`src/rtl/ffvt_pkg.sv`:
```
package ffvt_pkg;

   typedef enum logic {
      FS_IDLE = 1'b0,
      FS_RUN  = 1'b1
   } fsm_e;

   // per-cycle decision taken by the judge
   typedef enum logic [2:0] {
      ACT_HOLD = 3'd0,   // waiting for an acknowledge
      ACT_ELEM = 3'd1,   // element passed, advance one element
      ACT_GRP  = 3'd2,   // masked sub-group skipped
      ACT_FAIL = 3'd3,   // failure detected at current position
      ACT_END  = 3'd4    // all sub-groups walked
   } act_e;

   function automatic int unsigned sub_bits(input int unsigned n);
      return (n > 1) ? $clog2(n) : 1;
   endfunction

endpackage

```
`src/rtl/ffvt_cursor.sv`:
```
module ffvt_cursor
   import ffvt_pkg::*;
#(
   parameter int unsigned MAX_LEN = 64,
   parameter int unsigned MAX_SUB = 4,
   localparam int unsigned LEN_W  = $clog2(MAX_LEN + 1),
   localparam int unsigned SUB_W  = sub_bits(MAX_SUB)
) (
   input  logic             clk,
   input  logic             rst_n,
   input  logic             load,
   input  logic             step_elem,
   input  logic             step_grp,
   input  logic [SUB_W-1:0] sub_m1,
   output logic [LEN_W-1:0] grp,
   output logic [SUB_W-1:0] sub,
   output logic             sub_last
);

   logic grp_inc;
   assign grp_inc = step_grp || (step_elem && sub_last);

   always_ff @(posedge clk or negedge rst_n) begin
      if (!rst_n)       grp <= '0;
      else if (load)    grp <= '0;
      else if (grp_inc) grp <= grp + 1'b1;
   end

   generate
      if (MAX_SUB > 1) begin : g_sub_cnt
         assign sub_last = (sub == sub_m1);
         always_ff @(posedge clk or negedge rst_n) begin
            if (!rst_n)                    sub <= '0;
            else if (load || step_grp)     sub <= '0;
            else if (step_elem) begin
               if (sub_last) sub <= '0;
               else          sub <= sub + 1'b1;
            end
         end
      end else begin : g_sub_none
         logic unused_sub_m1;
         assign unused_sub_m1 = ^sub_m1;
         assign sub      = '0;
         assign sub_last = 1'b1;
      end
   endgenerate

endmodule

```
`src/rtl/ffvt_judge.sv`:
```
module ffvt_judge
   import ffvt_pkg::*;
#(
   parameter int unsigned MAX_LEN = 64,
   localparam int unsigned LEN_W  = $clog2(MAX_LEN + 1)
) (
   input  logic             run,
   input  logic [LEN_W-1:0] grp,
   input  logic [LEN_W-1:0] len,
   input  logic             mask_bit,
   input  logic             cond,
   input  logic             zero,
   input  logic             ack,
   input  logic             trap,
   input  logic             pass,
   output logic             req,
   output act_e             act
);

   logic at_end;
   logic fail_now;

   assign at_end   = (grp == len);
   // trap mode ignores the test result, conditional mode ignores traps
   assign fail_now = cond ? !pass : trap;

   always_comb begin
      req = 1'b0;
      act = ACT_HOLD;
      if (run) begin
         if (at_end) begin
            act = ACT_END;
         end else if (!mask_bit) begin
            act = (cond && zero) ? ACT_FAIL : ACT_GRP;
         end else begin
            req = 1'b1;
            if (ack) act = fail_now ? ACT_FAIL : ACT_ELEM;
         end
      end
   end

endmodule

```
`src/rtl/ffvt_result.sv`:
```
module ffvt_result
   import ffvt_pkg::*;
#(
   parameter int unsigned MAX_LEN = 64,
   parameter int unsigned MAX_SUB = 4,
   localparam int unsigned LEN_W  = $clog2(MAX_LEN + 1),
   localparam int unsigned IDX_W  = $clog2(MAX_LEN),
   localparam int unsigned SUB_W  = sub_bits(MAX_SUB)
) (
   input  logic             clk,
   input  logic             rst_n,
   input  logic             clear,
   input  act_e             act,
   input  logic             cond,
   input  logic [LEN_W-1:0] grp,
   input  logic [SUB_W-1:0] sub,
   input  logic [LEN_W-1:0] len,
   output logic             done,
   output logic [LEN_W-1:0] trunc_len,
   output logic             trap_raise,
   output logic             fault_valid,
   output logic [IDX_W-1:0] fault_grp,
   output logic [SUB_W-1:0] fault_sub
);

   logic first_grp;
   logic finish;

   assign first_grp = (grp == '0);
   assign finish    = (act == ACT_END) || (act == ACT_FAIL);

   always_ff @(posedge clk or negedge rst_n) begin
      if (!rst_n) begin
         done        <= 1'b0;
         trunc_len   <= '0;
         trap_raise  <= 1'b0;
         fault_valid <= 1'b0;
         fault_grp   <= '0;
         fault_sub   <= '0;
      end else begin
         done <= finish;
         if (clear) begin
            trap_raise  <= 1'b0;
            fault_valid <= 1'b0;
         end else if (act == ACT_END) begin
            trunc_len <= len;
         end else if (act == ACT_FAIL) begin
            fault_valid <= 1'b1;
            fault_grp   <= grp[IDX_W-1:0];
            fault_sub   <= sub;
            if (!cond && first_grp) begin
               // leading sub-group faults behave like a scalar trap
               trap_raise <= 1'b1;
               trunc_len  <= len;
            end else begin
               trunc_len  <= grp;
            end
         end
      end
   end

endmodule

```
`src/rtl/ff_vlen_trunc.sv`:
```
module ff_vlen_trunc
   import ffvt_pkg::*;
#(
   parameter int unsigned MAX_LEN = 64,
   parameter int unsigned MAX_SUB = 4,
   localparam int unsigned LEN_W  = $clog2(MAX_LEN + 1),
   localparam int unsigned IDX_W  = $clog2(MAX_LEN),
   localparam int unsigned SUB_W  = sub_bits(MAX_SUB)
) (
   input  logic               clk,
   input  logic               rst_n,
   input  logic               start,
   input  logic [LEN_W-1:0]   cfg_len,
   input  logic [SUB_W-1:0]   cfg_sub_m1,
   input  logic               cfg_cond,
   input  logic               cfg_zero,
   input  logic [MAX_LEN-1:0] cfg_mask,
   output logic               elem_req,
   output logic [IDX_W-1:0]   elem_grp,
   output logic [SUB_W-1:0]   elem_sub,
   input  logic               elem_ack,
   input  logic               elem_trap,
   input  logic               elem_pass,
   output logic               busy,
   output logic               done,
   output logic [LEN_W-1:0]   trunc_len,
   output logic               trap_raise,
   output logic               fault_valid,
   output logic [IDX_W-1:0]   fault_grp,
   output logic [SUB_W-1:0]   fault_sub
);

   generate
      if (MAX_LEN < 2) begin : g_bad_len
         $error("ff_vlen_trunc: MAX_LEN must be at least 2");
      end
      if ((MAX_SUB < 1) || ((MAX_SUB & (MAX_SUB - 1)) != 0)) begin : g_bad_sub
         $error("ff_vlen_trunc: MAX_SUB must be a power of two");
      end
   endgenerate

   localparam logic [LEN_W-1:0] LEN_CAP = LEN_W'(MAX_LEN);

   fsm_e               state;
   logic [LEN_W-1:0]   len_q;
   logic [SUB_W-1:0]   sm1_q;
   logic               cond_q;
   logic               zero_q;
   logic [MAX_LEN-1:0] mask_q;
   logic               accept;
   logic [LEN_W-1:0]   len_in;
   logic [LEN_W-1:0]   grp;
   logic [SUB_W-1:0]   sub;
   logic               sub_last;
   logic               mask_bit;
   act_e               act;

   assign accept = (state == FS_IDLE) && start;
   assign len_in = (cfg_len > LEN_CAP) ? LEN_CAP : cfg_len;
   assign busy   = (state == FS_RUN);

   always_ff @(posedge clk or negedge rst_n) begin
      if (!rst_n) begin
         state  <= FS_IDLE;
         len_q  <= '0;
         sm1_q  <= '0;
         cond_q <= 1'b0;
         zero_q <= 1'b0;
         mask_q <= '0;
      end else if (accept) begin
         state  <= FS_RUN;
         len_q  <= len_in;
         sm1_q  <= cfg_sub_m1;
         cond_q <= cfg_cond;
         zero_q <= cfg_zero;
         mask_q <= cfg_mask;
      end else if ((act == ACT_END) || (act == ACT_FAIL)) begin
         state  <= FS_IDLE;
      end
   end

   ffvt_cursor #(.MAX_LEN(MAX_LEN), .MAX_SUB(MAX_SUB)) u_cursor (
      .clk       (clk),
      .rst_n     (rst_n),
      .load      (accept),
      .step_elem (act == ACT_ELEM),
      .step_grp  (act == ACT_GRP),
      .sub_m1    (sm1_q),
      .grp       (grp),
      .sub       (sub),
      .sub_last  (sub_last)
   );

   assign mask_bit = mask_q[grp[IDX_W-1:0]];

   ffvt_judge #(.MAX_LEN(MAX_LEN)) u_judge (
      .run      (busy),
      .grp      (grp),
      .len      (len_q),
      .mask_bit (mask_bit),
      .cond     (cond_q),
      .zero     (zero_q),
      .ack      (elem_ack),
      .trap     (elem_trap),
      .pass     (elem_pass),
      .req      (elem_req),
      .act      (act)
   );

   assign elem_grp = grp[IDX_W-1:0];
   assign elem_sub = sub;

   ffvt_result #(.MAX_LEN(MAX_LEN), .MAX_SUB(MAX_SUB)) u_result (
      .clk         (clk),
      .rst_n       (rst_n),
      .clear       (accept),
      .act         (act),
      .cond        (cond_q),
      .grp         (grp),
      .sub         (sub),
      .len         (len_q),
      .done        (done),
      .trunc_len   (trunc_len),
      .trap_raise  (trap_raise),
      .fault_valid (fault_valid),
      .fault_grp   (fault_grp),
      .fault_sub   (fault_sub)
   );

   logic unused_sub_last;
   assign unused_sub_last = sub_last;

endmodule

```
`config.mk`:
```
export PLATFORM = sky130hd
export DESIGN_NAME = ff_vlen_trunc
export DESIGN_NICKNAME = d
export VERILOG_FILES = /design/src/rtl/ffvt_pkg.sv /design/src/rtl/ffvt_cursor.sv /design/src/rtl/ffvt_judge.sv /design/src/rtl/ffvt_result.sv /design/src/rtl/ff_vlen_trunc.sv
export SDC_FILE = /design/constraint.sdc
export NUM_CORES = 1
export LEC_CHECK = 0
export ABC_AREA = 1
export BUFFER_PORTS_ARGS = -buffer_cell sky130_fd_sc_hd__buf_2
export CAP_MARGIN = 20
export CORE_AREA = 2 2 97 99
export CTS_CLUSTER_DIAMETER = 200
export CTS_CLUSTER_SIZE = 8
export DETAILED_ROUTE_END_ITERATION = 10
export DIE_AREA = 0 0 99 101
export GPL_ROUTABILITY_DRIVEN = 0
export PLACE_DENSITY = 0.84
export SKIP_LAST_GASP = 1
export SLEW_MARGIN = 15
export SYNTH_ARGS = -nofsm -noshare
export SYNTH_HDL_FRONTEND = slang
export SYNTH_SLANG_ARGS = --single-unit
```
`constraint.sdc`:
```
create_clock -name clk -period 6.5 [get_ports clk]
set_clock_uncertainty 0.15 [all_clocks]
set_input_delay 1.3 -clock clk [delete_from_list [all_inputs] [get_ports clk]]
set_output_delay 1.3 -clock clk [all_outputs]
set_load 0.05 [all_outputs]
```
==> results of run 1 <==
-- sequential cells by signal, indices dropped and copies added, names as in the netlist --
name                  count
u_cursor.grp              7
u_result.fault_valid      1
u_result.trunc_len        7
busy                      1
u_result.trap_raise       1
zero_q                    1
sm1_q                     2
len_q                     7
u_result.fault_grp        6
mask_q                   64
u_result.fault_sub        2
cond_q                    1
u_cursor.sub              2
u_result.done             1
-- worst min path at each step --
stage / startpoint / to / cells past startpoint
6_report: zero_q / zero_q / 2
5_1_grt: u_result.fault_grp[2] / u_result.fault_grp[2] / 2
4_1_cts: mask_q[42] / mask_q[42] / 2
3_5_place_dp: zero_q / zero_q / 2
3_3_place_gp: u_result.fault_sub[0] / u_result.fault_sub[0] / 2
2_1_floorplan: zero_q / zero_q / 2
-- cell usage after synthesis --
master | count | area (sq um)
a21oi_1 | 2 | 10.0
a21oi_4 | 1 | 16.3
buf_1 | 4 | 15.0
buf_2 | 2 | 10.0
buf_4 | 11 | 82.6
buf_6 | 7 | 78.8
clkbuf_1 | 16 | 60.1
clkinv_1 | 1 | 3.75
dfrtp_1 | 103 | 2580
ha_1 | 2 | 25.0
inv_1 | 74 | 278
inv_2 | 1 | 3.75
inv_4 | 1 | 6.26
nand2_1 | 257 | 965
nand2_2 | 4 | 25.0
nand2_4 | 2 | 22.5
nand3_1 | 41 | 205
nand3_2 | 1 | 10.0
nand3_4 | 1 | 17.5
nand4_1 | 9 | 56.3
nor2_1 | 39 | 146
nor2_2 | 1 | 6.26
nor2_4 | 2 | 22.5
nor3b_1 | 1 | 7.51
nor4_1 | 1 | 6.26
o211ai_1 | 1 | 7.51
o21ai_0 | 69 | 345
o21ai_1 | 9 | 45.0
o31ai_1 | 1 | 7.51
or4_1 | 2 | 15.0
xnor2_1 | 5 | 43.8
xor2_1 | 10 | 87.6
-- area by class of cell --
type	count	area share
clock buffer	11	0.0239
clock inverter	5	0.0178
inverter	77	0.0495
multi-input combinational	461	0.354
sequential	103	0.436
tap	111	0.0235
timing repair buffer	111	0.0956
-- metal layers --
metal / vias to the layer above / global-route usage / share of wire
li1: 2261 / - / -
met1: 2139 / 0.342 / 0.43
met5: - / 0 / 0
met3: 41 / 0.0333 / 0.052
met4: 0 / 0.117 / 0.029
met2: 195 / 0.444 / 0.49
-- metrics by stage --
step	hold slack, ns	setup WS (ns)	cell area [sq um]	instances
after floorplan	0.299	3.03	5210	681
after global placement	0.313	2.68	5670	863
after detailed placement	0.321	2.67	5670	863
after CTS	0.343	2.25	5920	879
after global routing	0.368	2.03	5920	879
final	0.340	2.21	5920	879
-- where the power goes --
part,internal [mW],switching [mW]
registers,0.924,0.192
logic,0.454,1.08
clock network,0.266,0.223
-- cell families after synthesis --
logic type	after synthesis	share of synthesized area
xor gates and xnor gates	15	0.0252
adders and majority gates	2	0.00480
AOI/OAI and AO/OA	83	0.0829
and+or+nand+nor	361	0.289
buffers and inverters	117	0.103
DFF	103	0.495
-- critical path, stage by stage, from the launching register on --
cell	delay, ns
dfrtp_2	0.93
inv_4	0.26
nand2_1	0.16
nand3_1	0.10
nand2_1	0.10
nand2_1	0.05
nand2_1	0.06
nor2_1	0.05
nor2_1	0.21
nor2_4	0.09
a21oi_1	0.16
buf_2	0.29
==> results.py, run 1 <==
metrics = {
    "cts": {
        "cts_root_buffer": "clkbuf_8",
        "cts_tree": "built",
        "clkTransAtPathRegs_ns": 0.10,
        "cts_setup_buffers": 0,
        "insertion_delay_ns": 0.38,
        "cts_buffer_depth": 2,
        "cts.sinks": 103,
        "htreeDepth": 3,
        "postCtsHoldBufs": 0,
        "ctsResizeCount": 0,
        "cts-buffers-inserted": 9,
    },
    "critical_path": {
        "r2r-end": "u_result.trunc_len[6]",
        "crit_path_end": "elem_req",
        "r2r_slack_ns": 3.40,
        "end_kind": "output pin",
        "crit_path_start": "u_cursor.grp[0]",
        "crit_fanout": 48,
        "critPathRequiredTime_ns": 5.05,
        "start_kind": "flop",
        "crit-reg2reg-launch": "u_cursor.grp[0]",
        "path_class": "reg2out",
        "crit_arrival_ns": 2.84,
        "reg2regPathDepth": 15,
    },
    "sta": {
        "tightest_slew_ns": 0.859,
        "setup_tns_ns": 0,
        "rsz0062_at_grt": "false",
        "fmax_mhz": 233,
        "relSlewSlack": 0.428,
        "setup_viol": 0,
        "finalCritPeriodShare": 0.660,
        "slew_viol_final": 0,
        "hold_viol_final": 0,
        "fin_crit_ns": 4.29,
    },
    "finish": {
        "final_cell_mix": "nand2_1, buf_2, dfrtp_1, inv_1, o21ai_0",
        "nets": 846,
        "utilization": 0.659,
        "synthToLayoutAreaGrowth_pct": 13.6,
        "seqCellArea_sq_um": 2580,
        "final_common_cell": "nand2_1",
        "n_antenna_cell": 0,
        "multiInputGateArea_sq_um": 2090,
        "fillers": 735,
        "drive_gt1_frac": 0.185,
    },
    "pwr": {
        "power_mw": 3.14,
        "vdd_drop_max_mv": 0.270,
        "leakagePower_nw": 3.25,
        "power_density_nw_per_um2": 531,
    },
    "global_route": {
        "grt_pass1_vias": 4622,
        "grt_pass1_wl_mm": 21.1,
        "antenna_found_initial": 0,
        "grt.overflow.total": 0,
        "grt_max_degree": 73,
        "track_usage": 0.263,
    },
    "die": {
        "rows": 35,
        "start_util": 0.580,
        "fp.dieW_um": 99,
        "dieArea_sq_um": 10000,
        "die_y_um": 101,
        "io_pins": 109,
        "core-area_sq_um": 8980,
    },
    "yosys": {
        "syn-num-nets": 764,
        "synthCells": 681,
        "ys_seq_area_frac": 0.495,
        "ys_types": 32,
        "syn_area_sq_um": 5210,
        "ys_seq_elements": 103,
        "yosys_warnings": 0,
        "syn_area_per_cell_sq_um": 7.65,
    },
    "routing": {
        "dr.pass1.iters": 5,
        "wl_per_cell_um": 14.3,
        "final_antenna_net_count": 0,
        "vias": 4636,
        "drtIter0Drc": 377,
        "wirelength_mm": 12.5,
        "via_per_inst": 5.27,
        "drc": 0,
    },
    "placement": {
        "dp_hpwl_mm": 8.70,
        "numPortBuffers": 108,
    },
    "outcome": {
        "status": "finished, final reports clean",
    },
    "hold_path": {
        "hold_class": "reg2reg",
    },
    "flow_run": {
        "maxCapViolations": 0,
    },
}
No activity file was read; power rests on OpenSTA's default activity.
==> run 2: changes to the inputs <==
--- a/config.mk
+++ b/config.mk
@@ -8,13 +8,13 @@
 export ABC_AREA = 1
 export BUFFER_PORTS_ARGS = -buffer_cell sky130_fd_sc_hd__buf_2
 export CAP_MARGIN = 20
-export CORE_AREA = 2 2 97 99
+export CORE_AREA = 2 2 106 108
 export CTS_CLUSTER_DIAMETER = 200
 export CTS_CLUSTER_SIZE = 8
 export DETAILED_ROUTE_END_ITERATION = 10
-export DIE_AREA = 0 0 99 101
+export DIE_AREA = 0 0 108 110
 export GPL_ROUTABILITY_DRIVEN = 0
-export PLACE_DENSITY = 0.84
+export PLACE_DENSITY = 0.75
 export SKIP_LAST_GASP = 1
 export SLEW_MARGIN = 15
 export SYNTH_ARGS = -nofsm -noshare
==> constraint.sdc (replaced) <==
create_clock -name clk -period 3.59 [get_ports clk]
set_clock_uncertainty 0.15 [all_clocks]
set_input_delay 0.718 -clock clk [delete_from_list [all_inputs] [get_ports clk]]
set_output_delay 0.718 -clock clk [all_outputs]
set_load 0.05 [all_outputs]
==> run 2 against run 1 <==
Register-to-register slack worse by 2.6 ns. Die area is 19% higher. Critical path depth up 1. Via count down 3.2%. Cell count is 3.6% higher. Sequential share of layout area shrank 0.35 points. Sequential power is 75% higher. Clock power increased by 57%. Critical path type unchanged. Core utilization decreased by 10 points. Total power up 77%.
==> results.py, run 2 (synthesis gave the netlist of run 1 again) <==
metrics = {
    "cts": {
        "cts_tree": "built",
        "htreeDepth": 3,
        "ctsResizeCount": 0,
        "cts.sinks": 103,
        "insertion_delay_ns": 0.38,
        "cts_buffer_depth": 2,
        "clkTransAtPathRegs_ns": 0.09,
        "cts-buffers-inserted": 9,
        "cts_setup_buffers": 0,
        "cts_root_buffer": "clkbuf_8",
        "postCtsHoldBufs": 0,
    },
    "pwr": {
        "power_density_nw_per_um2": 933,
        "leakagePower_nw": 3.26,
        "vdd_drop_max_mv": 0.393,
    },
    "sta": {
        "fmax_mhz": 305,
        "slew_viol_final": 0,
        "setup_viol": 0,
        "tightest_slew_ns": 0.706,
        "rsz0062_at_grt": "false",
        "hold_viol_final": 0,
        "setup_tns_ns": 0,
        "relSlewSlack": 0.529,
        "finalCritPeriodShare": 0.913,
        "hold_slack_ns": 0.231,
        "fin_crit_ns": 3.28,
    },
    "placement": {
        "dpl-instance-area_sq_um": 5750,
        "numPortBuffers": 108,
        "placed_cells": 895,
        "dp_hpwl_mm": 8.74,
    },
    "die": {
        "rows": 38,
        "dieArea_sq_um": 11900,
        "io_pins": 109,
        "core-area_sq_um": 10700,
        "die_y_um": 110,
        "fp.dieW_um": 108,
        "start_util": 0.487,
    },
    "routing": {
        "dr.pass1.iters": 5,
        "final_antenna_net_count": 0,
        "drc": 0,
        "wirelength_mm": 12.1,
        "vias": 4488,
        "via_per_inst": 4.93,
        "wl_per_cell_um": 13.3,
        "drtIter0Drc": 283,
    },
    "global_route": {
        "grt_max_degree": 107,
        "grt_pass1_wl_mm": 20.6,
        "grt.overflow.total": 0,
        "antenna_found_initial": 0,
        "grt_pass1_vias": 4464,
        "track_usage": 0.221,
    },
    "finish": {
        "n_antenna_cell": 0,
        "final_cell_mix": "nand2_1, buf_2, dfrtp_1, inv_1, o21ai_0",
        "stdcell_area_sq_um": 5960,
        "largest_reg_flops": 64,
        "fillers": 992,
        "drive_gt1_frac": 0.187,
        "regMostFlops": "mask_q",
        "final_cells": 911,
        "final_common_cell": "nand2_1",
        "synthToLayoutAreaGrowth_pct": 14.5,
        "nets": 849,
        "utilization": 0.557,
    },
    "hold_path": {
        "hold_class": "in2async",
    },
    "flow_run": {
        "maxCapViolations": 0,
    },
    "critical_path": {
        "path_class": "reg2out",
        "start_kind": "flop",
        "crit_fanout": 21,
        "end_kind": "output pin",
        "crit_arrival_ns": 2.41,
        "critPathRequiredTime_ns": 2.72,
    },
    "outcome": {
        "status": "finished, final reports clean",
    },
}
[run 2: cell count changes in the layout (fill, tap and decap cells not counted)]
cell and change:
clkinvlp_4 -1, clkbuf_1 +1, buf_4 +1, bufinv_16 -2, buf_12 +2, clkbuf_8 +2
[run 2: report_power, final]
group	switching, mW	internal, mW
Sequential	0.287	1.67
Combinational	1.99	0.844
Clock	0.387	0.380
[run 2: per-stage QoR]
step	power [mW]	worst slack, ns
after floorplan	4.23	0.700
after global placement	4.75	0.728
after detailed placement	4.81	0.723
after CTS	5.59	0.298
after global routing	6.05	0.110
final	5.56	0.312
[run 2: worst max-delay path: stages, from the launching register on]
cell     delay (ns)
dfrtp_2        0.62
buf_4          0.27
nor2_1         0.06
nor2_1         0.08
nand2_1        0.05
nand2_1        0.06
nand2_1        0.05
nand2_1        0.07
nor2_1         0.05
nor2_1         0.17
nor2_4         0.09
a21oi_1        0.17
buf_2          0.29
[run 2: path summary, 6_finish.rpt]
check                      cells after the start               endpoint  slack (ns)                   from
min reg2reg                                    2  u_result.fault_sub[0]        0.33  u_result.fault_sub[0]
max in group asynchronous                      2  u_result.fault_sub[0]        2.35                  rst_n
max                                           12               elem_req        0.31        u_cursor.grp[0]
min in group clk                               2  u_result.fault_sub[0]        0.33  u_result.fault_sub[0]
max reg2reg                                   16  u_result.trunc_len[6]        0.82        u_cursor.grp[0]
min                                            1             mask_q[14]        0.23                  rst_n
[run 2: per-layer routing]
metal,global-route usage,up-vias,share of wire
li1,-,2269,-
met1,0.300,2074,0.47
met2,0.351,117,0.45
met3,0.0288,28,0.043
met4,0.109,0,0.030
met5,0,-,0
[run 2: area by class of cell]
class	instances	area [sq um]	share of cell area
Inverter	77	293	0.0491
Timing Repair Buffer	114	613	0.103
Tap cell	140	175	0.0294
Clock inverter	2	37.5	0.00629
Clock buffer	14	173	0.0290
Multi-Input combinational cell	461	2090	0.351
Sequential cell	103	2580	0.432
